`config.mk`:
```
export PLATFORM = sky130hd
export DESIGN_NAME = ser_reg_port
export DESIGN_NICKNAME = d
export VERILOG_FILES = /design/src/rtl/ser_port_pkg.sv /design/src/rtl/ser_cmd_seq.sv /design/src/rtl/ser_reg_bank.sv /design/src/rtl/ser_tx_out.sv /design/src/rtl/ser_reg_port.sv
export SDC_FILE = /design/constraint.sdc
export NUM_CORES = 1
export LEC_CHECK = 0
export ABC_AREA = 0
export BUFFER_PORTS_ARGS = -buffer_cell sky130_fd_sc_hd__buf_2
export CORE_ASPECT_RATIO = 0.6
export CORE_MARGIN = 2
export CORE_UTILIZATION = 56
export DETAILED_ROUTE_END_ITERATION = 10
export PLACE_DENSITY = 0.7
export SYNTH_ARGS = -nofsm -noshare
export SYNTH_HDL_FRONTEND = slang
export SYNTH_SLANG_ARGS = --single-unit
```
`constraint.sdc`:
```
create_clock -name sclk -period 5.05 [get_ports sclk]
set_input_delay 1.01 -clock sclk [delete_from_list [all_inputs] [get_ports sclk]]
set_output_delay 1.01 -clock sclk [all_outputs]
set_load 0.02 [all_outputs]
```
`src/rtl/ser_port_pkg.sv`:
```
package ser_port_pkg;
  // Command layout is fixed by the protocol: 1 + 2 + 3 + 2 bits.
  localparam int IDX_W         = 3;
  localparam int ADDR_W        = 2;
  localparam int BYTES_PER_REG = 1 << ADDR_W;
  localparam int CTL_ASC_BIT   = 1;
  localparam int CTL_LSB_BIT   = 2;

  typedef struct packed {
    logic              rd;
    logic [1:0]        cnt_m1;
    logic [IDX_W-1:0]  idx;
    logic [ADDR_W-1:0] start;
  } cmd_t;

  typedef enum logic {PH_CMD = 1'b0, PH_DATA = 1'b1} phase_e;

  // Next byte address, wrapping inside the register.
  function automatic logic [ADDR_W-1:0] step_addr(logic [ADDR_W-1:0] a, logic asc);
    return asc ? a + ADDR_W'(1) : a - ADDR_W'(1);
  endfunction

  // Accumulate one serial bit into a byte under the chosen bit order.
  function automatic logic [7:0] shift_in(logic [7:0] sh, logic b, logic lsb_first);
    return lsb_first ? {b, sh[7:1]} : {sh[6:0], b};
  endfunction

  // Bit of a byte that goes out at serial position k.
  function automatic logic pick_bit(logic [7:0] v, logic [2:0] k, logic lsb_first);
    return lsb_first ? v[k] : v[3'd7 - k];
  endfunction
endpackage

```
`src/rtl/ser_cmd_seq.sv`:
```
module ser_cmd_seq
  import ser_port_pkg::*;
(
  input  logic              clk,
  input  logic              rst_n,
  input  logic              sel_n,
  input  logic              din,
  input  logic              ctl_asc,
  input  logic              ctl_lsb,
  output logic              in_data,
  output logic              is_read,
  output logic [IDX_W-1:0]  reg_idx,
  output logic [ADDR_W-1:0] byte_addr,
  output logic [2:0]        bit_pos,
  output logic              lsb_first,
  output logic              wr_en,
  output logic [7:0]        wr_data
);
  phase_e            phase_q;
  logic [2:0]        bit_q;
  logic [7:0]        sh_q;
  cmd_t              cmd_q;
  logic [ADDR_W-1:0] addr_q;
  logic [1:0]        left_q;
  logic              asc_q, lsb_q;

  logic       adv, cmd_done, byte_done;
  logic [7:0] cmd_next;
  cmd_t       cmd_in;

  assign adv       = !sel_n;
  assign cmd_next  = {sh_q[6:0], din};
  assign cmd_in    = cmd_t'(cmd_next);
  assign wr_data   = shift_in(sh_q, din, lsb_q);
  assign cmd_done  = adv && (phase_q == PH_CMD)  && (bit_q == 3'd7);
  assign byte_done = adv && (phase_q == PH_DATA) && (bit_q == 3'd7);
  assign wr_en     = byte_done && !cmd_q.rd;

  always_ff @(posedge clk or negedge rst_n) begin
    if (!rst_n) begin
      phase_q <= PH_CMD;
      bit_q   <= '0;
      sh_q    <= '0;
      cmd_q   <= '0;
      addr_q  <= '0;
      left_q  <= '0;
      asc_q   <= 1'b0;
      lsb_q   <= 1'b0;
    end else if (adv) begin
      bit_q <= bit_q + 3'd1;
      if (phase_q == PH_CMD) begin
        sh_q <= cmd_next;
        if (cmd_done) begin
          cmd_q   <= cmd_in;
          addr_q  <= cmd_in.start;
          left_q  <= cmd_in.cnt_m1;
          asc_q   <= ctl_asc;
          lsb_q   <= ctl_lsb;
          phase_q <= PH_DATA;
        end
      end else begin
        sh_q <= wr_data;
        if (byte_done) begin
          if (left_q == 2'd0) begin
            phase_q <= PH_CMD;
          end else begin
            left_q <= left_q - 2'd1;
            addr_q <= step_addr(addr_q, asc_q);
          end
        end
      end
    end
  end

  assign in_data   = (phase_q == PH_DATA);
  assign is_read   = cmd_q.rd;
  assign reg_idx   = cmd_q.idx;
  assign byte_addr = addr_q;
  assign bit_pos   = bit_q;
  assign lsb_first = lsb_q;

  p_hold_when_deselected_r7: assert property (@(posedge clk) disable iff (!rst_n)
    sel_n |=> ($stable(bit_q) && $stable(phase_q) && $stable(addr_q) && $stable(left_q)));

  p_cmd_loads_fields_r1: assert property (@(posedge clk) disable iff (!rst_n)
    cmd_done |=> (phase_q == PH_DATA && bit_q == 3'd0 &&
                  left_q == $past(cmd_next[6:5]) && addr_q == $past(cmd_next[1:0])));

  p_addr_steps_r3: assert property (@(posedge clk) disable iff (!rst_n)
    (byte_done && left_q != 2'd0) |=>
      (ADDR_W'(addr_q - $past(addr_q)) == ($past(asc_q) ? ADDR_W'(1) : ADDR_W'(3))));

  p_idle_after_last_r8: assert property (@(posedge clk) disable iff (!rst_n)
    (byte_done && left_q == 2'd0) |=> (phase_q == PH_CMD && bit_q == 3'd0));
endmodule

```
`src/rtl/ser_reg_bank.sv`:
```
module ser_reg_bank
  import ser_port_pkg::*;
#(
  parameter int NUM_REGS = 6
) (
  input  logic              clk,
  input  logic              rst_n,
  input  logic              wr_en,
  input  logic [IDX_W-1:0]  idx,
  input  logic [ADDR_W-1:0] addr,
  input  logic [7:0]        wr_data,
  output logic [7:0]        rd_data,
  output logic              ctl_asc,
  output logic              ctl_lsb
);
  logic [7:0]          mem [NUM_REGS][BYTES_PER_REG];
  logic [NUM_REGS-1:0] hit;

  for (genvar g = 0; g < NUM_REGS; g++) begin : g_reg
    assign hit[g] = wr_en && (idx == IDX_W'(g));
    always_ff @(posedge clk or negedge rst_n) begin
      if (!rst_n) begin
        for (int b = 0; b < BYTES_PER_REG; b++) mem[g][b] <= '0;
      end else if (hit[g]) begin
        mem[g][addr] <= wr_data;
      end
    end
  end

  always_comb begin
    rd_data = '0;
    for (int r = 0; r < NUM_REGS; r++) begin
      if (idx == IDX_W'(r)) rd_data = mem[r][addr];
    end
  end

  assign ctl_asc = mem[0][0][CTL_ASC_BIT];
  assign ctl_lsb = mem[0][0][CTL_LSB_BIT];

  p_no_ghost_write_r10: assert property (@(posedge clk) disable iff (!rst_n)
    (wr_en && (int'(idx) >= NUM_REGS)) |-> (hit == '0));
endmodule

```
`src/rtl/ser_tx_out.sv`:
```
module ser_tx_out
  import ser_port_pkg::*;
(
  input  logic       clk,
  input  logic       rst_n,
  input  logic       in_data,
  input  logic       is_read,
  input  logic [2:0] bit_pos,
  input  logic       lsb_first,
  input  logic [7:0] byte_val,
  output logic       drive,
  output logic       bit_out
);
  // Falling-edge launch: the bit is stable for the host's rising-edge sample.
  always_ff @(negedge clk or negedge rst_n) begin
    if (!rst_n) begin
      drive   <= 1'b0;
      bit_out <= 1'b0;
    end else begin
      drive   <= in_data && is_read;
      bit_out <= (in_data && is_read) ? pick_bit(byte_val, bit_pos, lsb_first) : 1'b0;
    end
  end

  p_drive_only_in_read_r6: assert property (@(posedge clk) disable iff (!rst_n)
    drive |-> (in_data && is_read));
endmodule

```
`src/rtl/ser_reg_port.sv`:
```
module ser_reg_port
  import ser_port_pkg::*;
#(
  parameter int NUM_REGS = 6
) (
  input  logic sclk,
  input  logic rst_n,
  input  logic ifc_rst_n,
  input  logic sel_n,
  input  logic three_wire,
  input  logic sdio_i,
  output logic sdio_o,
  output logic sdio_oe,
  output logic sdo_o,
  output logic sdo_oe
);
  logic              seq_rst_n;
  logic              in_data, is_read, lsb_first, wr_en, ctl_asc, ctl_lsb;
  logic [IDX_W-1:0]  reg_idx;
  logic [ADDR_W-1:0] byte_addr;
  logic [2:0]        bit_pos;
  logic [7:0]        wr_data, rd_data;
  logic              drive, bit_out;

  assign seq_rst_n = rst_n & ifc_rst_n;

  ser_cmd_seq u_seq (
    .clk(sclk), .rst_n(seq_rst_n), .sel_n(sel_n), .din(sdio_i),
    .ctl_asc(ctl_asc), .ctl_lsb(ctl_lsb),
    .in_data(in_data), .is_read(is_read), .reg_idx(reg_idx),
    .byte_addr(byte_addr), .bit_pos(bit_pos), .lsb_first(lsb_first),
    .wr_en(wr_en), .wr_data(wr_data)
  );

  ser_reg_bank #(.NUM_REGS(NUM_REGS)) u_bank (
    .clk(sclk), .rst_n(rst_n), .wr_en(wr_en), .idx(reg_idx),
    .addr(byte_addr), .wr_data(wr_data), .rd_data(rd_data),
    .ctl_asc(ctl_asc), .ctl_lsb(ctl_lsb)
  );

  ser_tx_out u_tx (
    .clk(sclk), .rst_n(seq_rst_n), .in_data(in_data), .is_read(is_read),
    .bit_pos(bit_pos), .lsb_first(lsb_first), .byte_val(rd_data),
    .drive(drive), .bit_out(bit_out)
  );

  assign sdio_o  = bit_out;
  assign sdo_o   = bit_out;
  assign sdio_oe = drive && !sel_n && !three_wire;
  assign sdo_oe  = drive && !sel_n && three_wire;

  p_single_driver_r5: assert property (@(posedge sclk) disable iff (!seq_rst_n)
    $onehot0({sdio_oe, sdo_oe}));
endmodule

```
* Yosys cells after proc, flatten, opt, wreduce, memory -nomap -nowiden
Cells that the tools add are included.
Word-level totals: output and inout port bits 4, bits in registers 216, input bits 6, word-level logic and storage cells 133
Cells by class: $lt $le $gt $ge 4, bitwise operators 4, add/subtract/negate cells 5, mux-type cells 53, equality and inequality tests 8, reductions and logical operators 24
Operator list (count):
- $bwmux W32 | 6
- $mux W8 | 21
- $bmux W8 S2 | 6
- $mux W2 | 9
- $demux W8 S2 | 1
- $logic_and A1 B1 Y1 | 16
- $eq A3 B3 Y1 const B | 3
- $lt A3 B4 Y1 const B | 2
- $mux W1 | 8
- $bmux W1 S3 | 2
- $eq A3 B2 Y1 const B | 2
- $ne A2 B2 Y1 const B | 2
- $reduce_and A4 Y1 | 1
- $sub A2 B1 Y2 const B | 2
- $add A3 B1 Y3 const B | 1
- $eq A3 B1 Y1 const B | 1
- $ge A3 B3 Y1 const B | 1
- $logic_not A1 Y1 | 3
- $logic_not A3 Y1 | 1
- $lt A3 B1 Y1 const B | 1
- $not A2 Y3 | 1
- $reduce_and A3 Y1 | 1
- $sub A3 B3 Y3 const A | 1
- $add A2 B1 Y2 const B | 1
- 4 further kinds | 5

* Depth between registers and ports, before layout
Gate-level depths: netlist of the first run.
depth after elaboration 14, depth in mapped cells 10, gate-level depth less buffers 9

* Hierarchy
Synthesis of the first run repeated with hierarchy kept, for this count alone.
Second synthesis, totals: cell total of the unflattened synthesis 753, area, all modules 10452.5 um^2
By module, submodules not included:
- ser_reg_bank | cells each 633, area each 9002.4 um^2, times used 1
- ser_cmd_seq | cells each 97, area each 1194.9 um^2, times used 1
- ser_tx_out | cells each 19, area each 220.2 um^2, times used 1
- ser_reg_port | cells each 4, area each 35.0 um^2, times used 1

==> impl_metrics.tcl, run 1 <==
set metrics [dict create \
    yosysSeqAreaShare_pct 53.5 \
    cp_max_fo 12 \
    p_clk_share_pct 25.8 \
    clk_pin_slew_ns 0.07 \
    synthesis.nets 970 \
    firstDrtPassIters 6 \
    core_um2 17400 \
    synth_edf_count 0 \
    ys.flop_type "dfrtp_1" \
    tns_ns 0 \
    insertedDiodeCount 0 \
    syn_avg_cell_area_um2 10.5 \
    area_growth_pct 9.30 \
    worstMarginPinSlew_ns 1.00 \
    synth_top_area_cell "dfrtp_1" \
    setup_viol 0 \
    hold_path_depth 2 \
    critPathLaunchType "register" \
    postRouteAntennaNets 0 \
    reg2reg_from "u_seq.byte_addr[1]" \
    final_layout_size_suffix_gt1_share_pct 15.1 \
    numCtsBuffers 20 \
    rows 37 \
    crit_type "register to register" \
    gr-usage-all-layers_pct 28.3 \
    cts_sinks 216 \
    initial_utilization_pct 58.0 \
    portBuffers 9 \
    worstHoldStart "u_bank.mem[8]" \
    grt_start_max_net_pins 82 \
    power.switching_w 0.00229 \
    drv_cap 0 \
    r2r_cells 8 \
    cts_max_level 1 \
    peakVddDrop_v 0.000280 \
    netlist_top_cells_area "dfrtp_1 (53%), a21oi_1 (5.8%), mux4_2 (5.6%)" \
    finClkSkew_ns 0.0165 \
    min_to "u_bank.mem[8]" \
    required_ns 2.89 \
    die_w_um 177 \
    synth_top_area_share_pct 53.0 \
    cts-root-buf "clkbuf_16" \
    dr_total_vias 7332 \
    synth_seq_cells 216 \
    p_leak_nw 5.08 \
    endpoint_kind "register" \
    yosysWarningCount 0 \
    gp_congestion 0.964 \
    synthCells 961 \
    grt_overflow 0 \
    relSlewSlack_pct 33.2 \
    cts_buffer_depth 3 \
    hold_class "register to register" \
    synth_commonest_cells "dfrtp_1 (214), nor2_1 (128), a21oi_1 (117), nand2_1 (114), o21ai_0 (100)" \
    drc 0 \
    p_int_w 0.00373 \
    reg2reg_to "u_tx.bit_out" \
    wl_per_cell_um 21.3 \
    first_global_vias 6941 \
    grt_pass1_wl_um 41000 \
    final_core_util_pct 63.4 \
    drt-total-wl_um 25600 \
    status "complete, no violations" \
    r2r_slack_ns 0.1 \
    drtIter0Drc 756 \
    vias_per_cell 6.09 \
    cts_tree "yes" \
    slew_violations 0 \
    pwr-share-seq_pct 38.4 \
    antenna_found_initial 0 \
    rsz0062_at_grt "no" \
    slowest_delay_ns 0.56 \
    ios 10 \
    crit_chain "buf_4, buf_12, mux4_2, o211ai_1, nand2_1, o221ai_1, nand4_1, and4_1" \
    design.final.nets 964 \
    p_sw_share_pct 38.1 \
    hpwlAfterDp_um 17400 \
    clk_latency_ns 0.51 \
    p_per_area_nw_per_um2 545 \
    die_y_um 108 \
    yosysMostFrequentCell "dfrtp_1" \
    yosysUniqueCellTypes 69 \
    cp_slowest_cell "mux4_2" \
    die_area_um2 19200 \
    synth-async-reset-ratio_pct 100 \
    finalHoldViolations 0 \
    netlist_area_um2 10100 \
    worstPathArrival_ns 2.79 \
    p_comb_share_pct 35.8 \
]
==> area by class of cell <==
| class | count | area (µm²) |
|---|---|---|
| Multi-Input combinational cell | 667 | 4280 |
| Tap cell | 234 | 293 |
| Clock buffer | 24 | 537 |
| Clock inverter | 12 | 126 |
| Timing Repair Buffer | 43 | 372 |
| Inverter | 7 | 26.3 |
| Sequential cell | 216 | 5410 |
| Fill cell | 1417 | 6370 |
==> power groups by stage <==
stage / Sequential [W] / Clock (W) / Combinational [W]
after floorplan: 0.00219 / 0 / 0.00156
after global placement: 0.00233 / 0 / 0.00208
after detailed placement: 0.00233 / 0 / 0.00210
after CTS: 0.00231 / 0.00157 / 0.00210
after global routing: 0.00234 / 0.00164 / 0.00232
final: 0.00231 / 0.00156 / 0.00215
==> kinds of logic (layout without fill, tap and decap cells) <==
logic type	after synthesis	count (layout)	share of synthesized area [%]
and+or+nand+nor	314	314	14.3
AOI/OAI and AO/OA	270	270	15.0
xor gates and xnor gates	2	2	0.173
buffers and inverters	78	86	4.45
DFF	216	216	53.5
adders and majority gates	3	3	0.372
muxes	78	78	12.2
==> stage by stage <==
stage	total power, W	hold slack, ns	setup slack (ns)	std cells	area, µm²
floorplan	0.00375	0.442	0.494	961	10100
global placement	0.00441	0.455	0.223	1164	10400
detailed placement	0.00443	0.465	0.160	1164	10400
CTS	0.00598	0.479	0.152	1200	11000
global route	0.00631	0.493	0.0354	1203	11000
finish	0.00602	0.478	0.0976	1203	11000
==> metal layers <==
metal | global-route usage [%] | share of wire [%] | vias up
li1 | - | - | 3368
met1 | 46.7 | 50 | 3622
met2 | 36.7 | 39 | 307
met3 | 7.88 | 9.9 | 35
met4 | 5.27 | 1.6 | 0
met5 | 0 | 0 | -
==> worst max-delay path, delay by kind of cell, from the launching register on <==
family,cells,cell delay (ns)
mux,1,0.56
buf+inv,2,0.32
compound gates,2,0.55
simple gates,3,0.38
flops,1,0.47
==> cells in the final DEF (no fill, tap or decap), types with 3 or more instances in the layout <==
master,synthesis,final
clkbuf_16,0,21
buf_4,6,29
nor2_1,128,128
a21o_1,5,5
a31oi_1,3,3
inv_1,7,7
a22oi_1,11,11
a21oi_1,117,117
nor3_4,4,4
mux2i_1,36,28
nor2b_1,7,7
dfrtp_1,214,212
nor3b_1,4,4
ha_1,3,3
and2_1,3,3
mux4_2,25,25
nor2_2,7,7
nand2_1,114,114
nand3_1,16,16
o221ai_1,3,3
o21ai_1,4,4
mux2_2,9,9
clkinv_2,0,5
mux4_1,8,8
a32oi_1,3,3
buf_2,20,8
nand2b_1,6,6
o21ai_0,100,100
clkbuf_1,34,3
a22o_1,4,4
buf_12,3,5
mux2i_2,0,8
nand2_2,3,3
==> how the worst max path moves through the flow <==
stage | startpoint | endpoint | slack, ns | cells after the start
finish | u_seq.byte_addr[1] | u_tx.bit_out | 0.1 | 8
global route | u_seq.byte_addr[1] | u_tx.bit_out | 0.04 | 9
CTS | u_seq.byte_addr[1] | u_tx.bit_out | 0.15 | 9
detailed placement | u_seq.byte_addr[1] | u_tx.bit_out | 0.16 | 9
global placement | u_seq.byte_addr[1] | u_tx.bit_out | 0.22 | 9
floorplan | u_seq.byte_addr[0] | u_tx.bit_out | 0.49 | 8
==> state kept, by name, summed over array words and instances (netlist names), 2 cells and up <==
name,flops
u_seq.left_q,2
u_bank.mem,190
u_seq.sh_q,8
u_seq.bit_pos,3
u_seq.byte_addr,2
u_seq.reg_idx,3
==> what timing repair did <==
item,CTS,global route
setup buffers,0,3
gates resized for setup,0,0
endpoints found under the setup margin,0,1
hold buffers,0,0
(Power assumes the default switching activity.)
==> inputs of run 2 (changes only) <==
--- a/config.mk
+++ b/config.mk
@@ -5,7 +5,7 @@
 export SDC_FILE = /design/constraint.sdc
 export NUM_CORES = 1
 export LEC_CHECK = 0
-export ABC_AREA = 0
+export ABC_AREA = 1
 export BUFFER_PORTS_ARGS = -buffer_cell sky130_fd_sc_hd__buf_2
 export CORE_ASPECT_RATIO = 0.6
 export CORE_MARGIN = 2
==> run 2 against run 1 <==
Against the previous run: routed wire length increased by 12%; worst setup slack improved by 0.16 ns; sequential power about the same; synthesized cell count increased by 34%; clock power increased by 4%; clock skew increased by 0.0055 ns; utilization decreased by 0.28 points; area after synthesis increased by 3.2%; count of clock-buffer cells in the layout increased by 5; sequential share of layout area decreased by 1.9 points; worst hold slack got worse by 0.042 ns; total power increased by 8.0%; critical path type is now register to primary output.
==> impl_metrics.tcl, run 2 <==
set metrics [dict create \
    status "complete, no violations" \
    first_global_vias 7716 \
    ff_latch_area_um2 5410 \
    rows 38 \
    postCtsHoldBufs 0 \
    cts_buffer_depth 3 \
    netlist_top_cells_area "dfrtp_1 (51%), nand2_1 (14%), o21ai_0 (7.7%)" \
    drtIter0Drc 1194 \
    slew_violations 0 \
    yosysUniqueCellTypes 31 \
    synthesis.nets 1297 \
    vias_per_cell 5.57 \
    cts_resized 0 \
    firstDrtPassIters 6 \
    portBuffers 9 \
    final_common_cell "nand2_1" \
    cts_max_level 1 \
    wl_per_cell_um 18.6 \
    final_cell_mix "nand2_1 (384), dfrtp_1 (213), o21ai_0 (160), inv_1 (157), nor2_1 (118)" \
    ys.flop_type "dfrtp_1" \
    cts-root-buf "clkbuf_16" \
    p_per_area_nw_per_um2 567 \
    core_um2 18200 \
    die_w_um 180 \
    reg2reg_from "u_seq.byte_addr[0]" \
    synth_top_area_cell "dfrtp_1" \
    setup_viol 0 \
    critPathLaunchType "register" \
    synthCells 1288 \
    syn_avg_cell_area_um2 8.09 \
    drc 0 \
    gp_congestion 0.895 \
    synth_seq_cells 216 \
    die_y_um 110 \
    clk_latency_ns 0.52 \
    final.fill_count 1544 \
    yosysWarningCount 0 \
    clk_pin_slew_ns 0.07 \
    synth_edf_count 0 \
    yosysSeqAreaShare_pct 51.9 \
    multi_input_area_um2 4120 \
    cp_slowest_cell "dfrtn_1" \
    relSlewSlack_pct 29.8 \
    final_layout_size_suffix_gt1_share_pct 11.5 \
    design.final.nets 1294 \
    endpoint_kind "primary output" \
    power.total_w 0.00650 \
    synth-async-reset-ratio_pct 100 \
    initial_utilization_pct 57.4 \
    dp.cells 1502 \
    die_area_um2 19700 \
    largest_reg_flops 190 \
    cts_sinks 216 \
    tns_ns 0 \
    hpwlAfterDp_um 19200 \
    synth_commonest_cells "nand2_1 (384), dfrtp_1 (214), o21ai_0 (161), inv_1 (157), nor2_1 (120)" \
    numCtsBuffers 21 \
    finalHoldViolations 0 \
    required_ns 4.04 \
    synth_top_area_share_pct 51.4 \
    crit_chain "nand2_1, nor2_1, buf_2" \
    hold_class "input port to async pin" \
    worstPathArrival_ns 3.78 \
    area_growth_pct 10.0 \
    postLayoutCellArea_um2 11500 \
    dr_total_vias 8578 \
    rsz0062_at_grt "no" \
    yosysMostFrequentCell "nand2_1" \
    cp_max_fo 2 \
    p_leak_nw 5.76 \
    drt-total-wl_um 28700 \
    crit_type "register to primary output" \
    finClkSkew_ns 0.0220 \
    gr-usage-all-layers_pct 29.9 \
    post_cts_buffers 0 \
    cp-startpoint "u_tx.drive" \
    regMostFlops "u_bank.mem" \
    grt_start_max_net_pins 148 \
    cts_tree "yes" \
    netlist_area_um2 10400 \
    placed_cell_area_um2 10700 \
    drv_cap 0 \
    ios 10 \
    grt_overflow 0 \
    final_core_util_pct 63.1 \
    postRouteAntennaNets 0 \
    antenna_found_initial 1 \
    final_cells 1540 \
    slowest_delay_ns 0.38 \
    insertedDiodeCount 0 \
    peakVddDrop_v 0.000374 \
    top_regs "u_bank.mem: 190 flops, u_seq.sh_q: 8 flops" \
    worstMarginPinSlew_ns 1.05 \
    grt_pass1_wl_um 45300 \
]
-- run 2: cell types whose count changed after synthesis, moves of 24 or more --
| cell | change |
|---|---|
| mux4_2 | -25 |
| o21ai_0 | +61 |
| nand2_1 | +270 |
| nand4_1 | +24 |
| mux2_2 | +45 |
| a21oi_1 | -96 |
| inv_1 | +150 |
| mux2i_1 | -36 |
-- run 2: cell type report --
| class | count | area share (%) |
|---|---|---|
| clock buffer | 29 | 5.28 |
| clock inverter | 9 | 0.917 |
| inverter | 162 | 5.30 |
| multi-input combinational | 845 | 35.9 |
| sequential | 216 | 47.1 |
| tap | 240 | 2.62 |
| timing repair buffer | 39 | 2.79 |
-- run 2: worst max-delay path: cells and delay by family (launching register included) --
kind	cells	cell delay (ns)
buf+inv	1	0.17
flops	1	0.38
simple gates	2	0.19
-- run 2: layer usage --
metal | global-route usage (%) | share of wire [%] | vias up
li1 | - | - | 4054
met1 | 50.4 | 50 | 4085
met2 | 37.9 | 38 | 404
met3 | 6.96 | 10 | 35
met4 | 5.93 | 1.5 | 0
met5 | 0 | 0 | -
-- run 2: worst paths after layout --
path,slack (ns),cells after the start,end
hold / removal,0.44,1,u_bank.mem[146]
max in group asynchronous,1.61,3,u_tx.bit_out
min in group sclk,0.50,1,u_bank.mem[112]
hold reg to reg,0.50,1,u_bank.mem[112]
setup reg to reg,0.27,17,u_tx.bit_out
setup / recovery,0.26,3,sdo_oe
-- run 2: cell families (layout without fill, tap and decap cells) --
kind of cell | after synthesis | in the layout | share of synthesized area, %
buffers and inverters | 227 | 239 | 8.84
xor gates and xnor gates | 2 | 2 | 0.168
and+or+nand+nor | 574 | 574 | 22.2
AOI/OAI and AO/OA | 212 | 212 | 10.7
muxes | 54 | 54 | 5.84
adders and majority gates | 3 | 3 | 0.360
DFF | 216 | 216 | 51.9
-- run 2: per-stage QoR --
stage	hold slack (ns)	worst slack, ns
after floorplan	0.462	0.669
after global placement	0.484	0.273
after detailed placement	0.491	0.255
after CTS	0.436	0.242
after global routing	0.467	0.00208
final	0.436	0.260
-- run 2: report_power, final --
part / leakage, nW / switching, W / internal (W)
combinational: 3.12 / 0.00183 / 0.000705
sequential: 2.30 / 0.000212 / 0.00213
clock: 0.351 / 0.000687 / 0.000946
total: 5.76 / 0.00272 / 0.00378
==> inputs of run 3 (changes only) <==
--- a/config.mk
+++ b/config.mk
@@ -9,9 +9,9 @@
 export BUFFER_PORTS_ARGS = -buffer_cell sky130_fd_sc_hd__buf_2
 export CORE_ASPECT_RATIO = 0.6
 export CORE_MARGIN = 2
-export CORE_UTILIZATION = 56
+export CORE_UTILIZATION = 25
 export DETAILED_ROUTE_END_ITERATION = 10
-export PLACE_DENSITY = 0.7
+export PLACE_DENSITY = 0.36
 export SYNTH_ARGS = -nofsm -noshare
 export SYNTH_HDL_FRONTEND = slang
 export SYNTH_SLANG_ARGS = --single-unit
==> run 3 against run 2 <==
Against the previous run: non-clock buffer count is 24 higher; final cell count is 23% higher; critical path depth is 10 higher; routed wire length is 27% higher; combinational power increased by 13%; clock power up 18%; worst setup slack worse by 0.11 ns; first-iteration DRC count decreased by 36%; flip-flop and latch count is the same; final area up 6.3%; critical path type is now register to register; critical endpoint is now u_tx.bit_out; highest routed layer unchanged.
==> impl_metrics.tcl, run 3 (synthesis results as in run 2) <==
set metrics [dict create \
    cts_resized 0 \
    finClkSkew_ns 0.0151 \
    die_w_um 268 \
    rsz0062_at_grt "no" \
    cts_tree "yes" \
    firstDrtPassIters 5 \
    cpMostUsedCell "nor2_1" \
    cts_max_level 1 \
    final_cell_mix "nand2_1 (383), dfrtp_1 (214), o21ai_0 (161), inv_1 (157), nor2_1 (120)" \
    core_um2 40800 \
    setup_viol 0 \
    p_per_area_nw_per_um2 582 \
    postRouteAntennaNets 0 \
    drtIter0Drc 768 \
    drt-total-wl_um 36400 \
    drc 0 \
    die_area_um2 43400 \
    worstMarginPinSlew_ns 1.22 \
    largest_reg_flops 190 \
    slew_violations 0 \
    final_common_cell "nand2_1" \
    required_ns 2.91 \
    final_core_util_pct 29.9 \
    status "complete, no violations" \
    top_regs "u_bank.mem: 190 flops, u_seq.sh_q: 8 flops" \
    post_cts_buffers 0 \
    critPathLaunchType "register" \
    crit_type "register to register" \
    power.switching_w 0.00300 \
    p_clk_share_pct 27.0 \
    first_global_vias 8343 \
    r2r_slack_ns 0.15 \
    hpwlAfterDp_um 24800 \
    cts_buffer_depth 3 \
    grt_pass1_wl_um 56600 \
    vias_per_cell 4.47 \
    hold_class "input port to async pin" \
    grt_start_max_net_pins 62 \
    gp_congestion 0.838 \
    die_y_um 162 \
    cts-root-buf "clkbuf_16" \
    p_comb_share_pct 40.2 \
    pwr-share-seq_pct 32.8 \
    dp.cells 1846 \
    relSlewSlack_pct 19.0 \
    slowest_delay_ns 0.47 \
    crit_chain "nand2_2, buf_4, nor2_1, a21oi_1, nand2_1, nand2_1, nand3_1, nand2_1, nand3_1, a21oi_1, nor2_1, nor2_1, nor2_1" \
    final_layout_size_suffix_gt1_share_pct 13.3 \
    finalHoldViolations 0 \
    p_leak_nw 5.96 \
    cts_sinks 216 \
    rows 57 \
    p_int_w 0.00409 \
    numCtsBuffers 24 \
    initial_utilization_pct 25.5 \
    postCtsHoldBufs 0 \
    drv_cap 0 \
    final_cells 1890 \
    regMostFlops "u_bank.mem" \
    ios 10 \
    dr_total_vias 8449 \
    clk_pin_slew_ns 0.06 \
    cp_slowest_cell "dfrtp_1" \
    wl_per_cell_um 19.3 \
    clk_latency_ns 0.53 \
    portBuffers 9 \
    peakVddDrop_v 0.000284 \
    design.final.nets 1321 \
    antenna_found_initial 1 \
    endpoint_kind "register" \
    p_sw_share_pct 42.3 \
    gr-usage-all-layers_pct 17.6 \
    cp_max_fo 14 \
    tns_ns 0 \
    insertedDiodeCount 0 \
    area_growth_pct 17.0 \
    grt_overflow 0 \
    worstPathArrival_ns 2.76 \
]
run 3: critical path, delay by kind of cell (launching register included):
family                 cells  cell delay (ns)
AND/OR/NAND/NOR           10             0.87
AO/OA/AOI/OAI              2             0.58
flip-flops                 1             0.47
buffers and inverters      1             0.27
run 3: power groups by stage:
stage | Clock [W] | Combinational, W | Sequential (W)
after floorplan | 0 | 0.00162 | 0.00228
after global placement | 0 | 0.00286 | 0.00235
after detailed placement | 0 | 0.00285 | 0.00235
after CTS | 0.00198 | 0.00286 | 0.00233
after global routing | 0.00206 | 0.00316 | 0.00237
final | 0.00192 | 0.00285 | 0.00233
run 3: through the flow:
| step | cell area [µm²] | hold WS [ns] | total power [W] | setup WS [ns] |
|---|---|---|---|---|
| after detailed placement | 11300 | 0.489 | 0.00520 | 0.244 |
| final | 12200 | 0.489 | 0.00709 | 0.153 |
| after global routing | 12200 | 0.517 | 0.00759 | 0.0275 |
| after CTS | 12200 | 0.483 | 0.00717 | 0.173 |
| after global placement | 11300 | 0.484 | 0.00521 | 0.232 |
| after floorplan | 10400 | 0.462 | 0.00390 | 0.669 |
run 3: path summary, 6_finish.rpt:
check	from	cells past startpoint	to
worst min register to register	u_bank.mem[91]	1	u_bank.mem[91]
max in group asynchronous	rst_n	3	u_tx.bit_out
worst min-delay path	ifc_rst_n	3	u_seq.byte_addr[1]
worst max-delay path	u_seq.byte_addr[1]	13	u_tx.bit_out
worst max register to register	u_seq.byte_addr[1]	13	u_tx.bit_out
min in group sclk	u_bank.mem[91]	1	u_bank.mem[91]
run 3: layout make-up:
type	count	area, µm²
multi-input cells	845	4100
flip-flops and latches	216	5410
clock inverters	9	120
inverters	162	608
repair buffers	63	522
fillers	4410	28600
well taps	560	701
clock buffers	35	733
run 3: per-layer routing:
layer,wire length [µm],part of all wire [%],GRT usage (%)
met5,0,0,0
met1,21100,58,30.7
met2,12900,35,21.6
met4,573,1.6,2.97
met3,1850,5.1,2.52
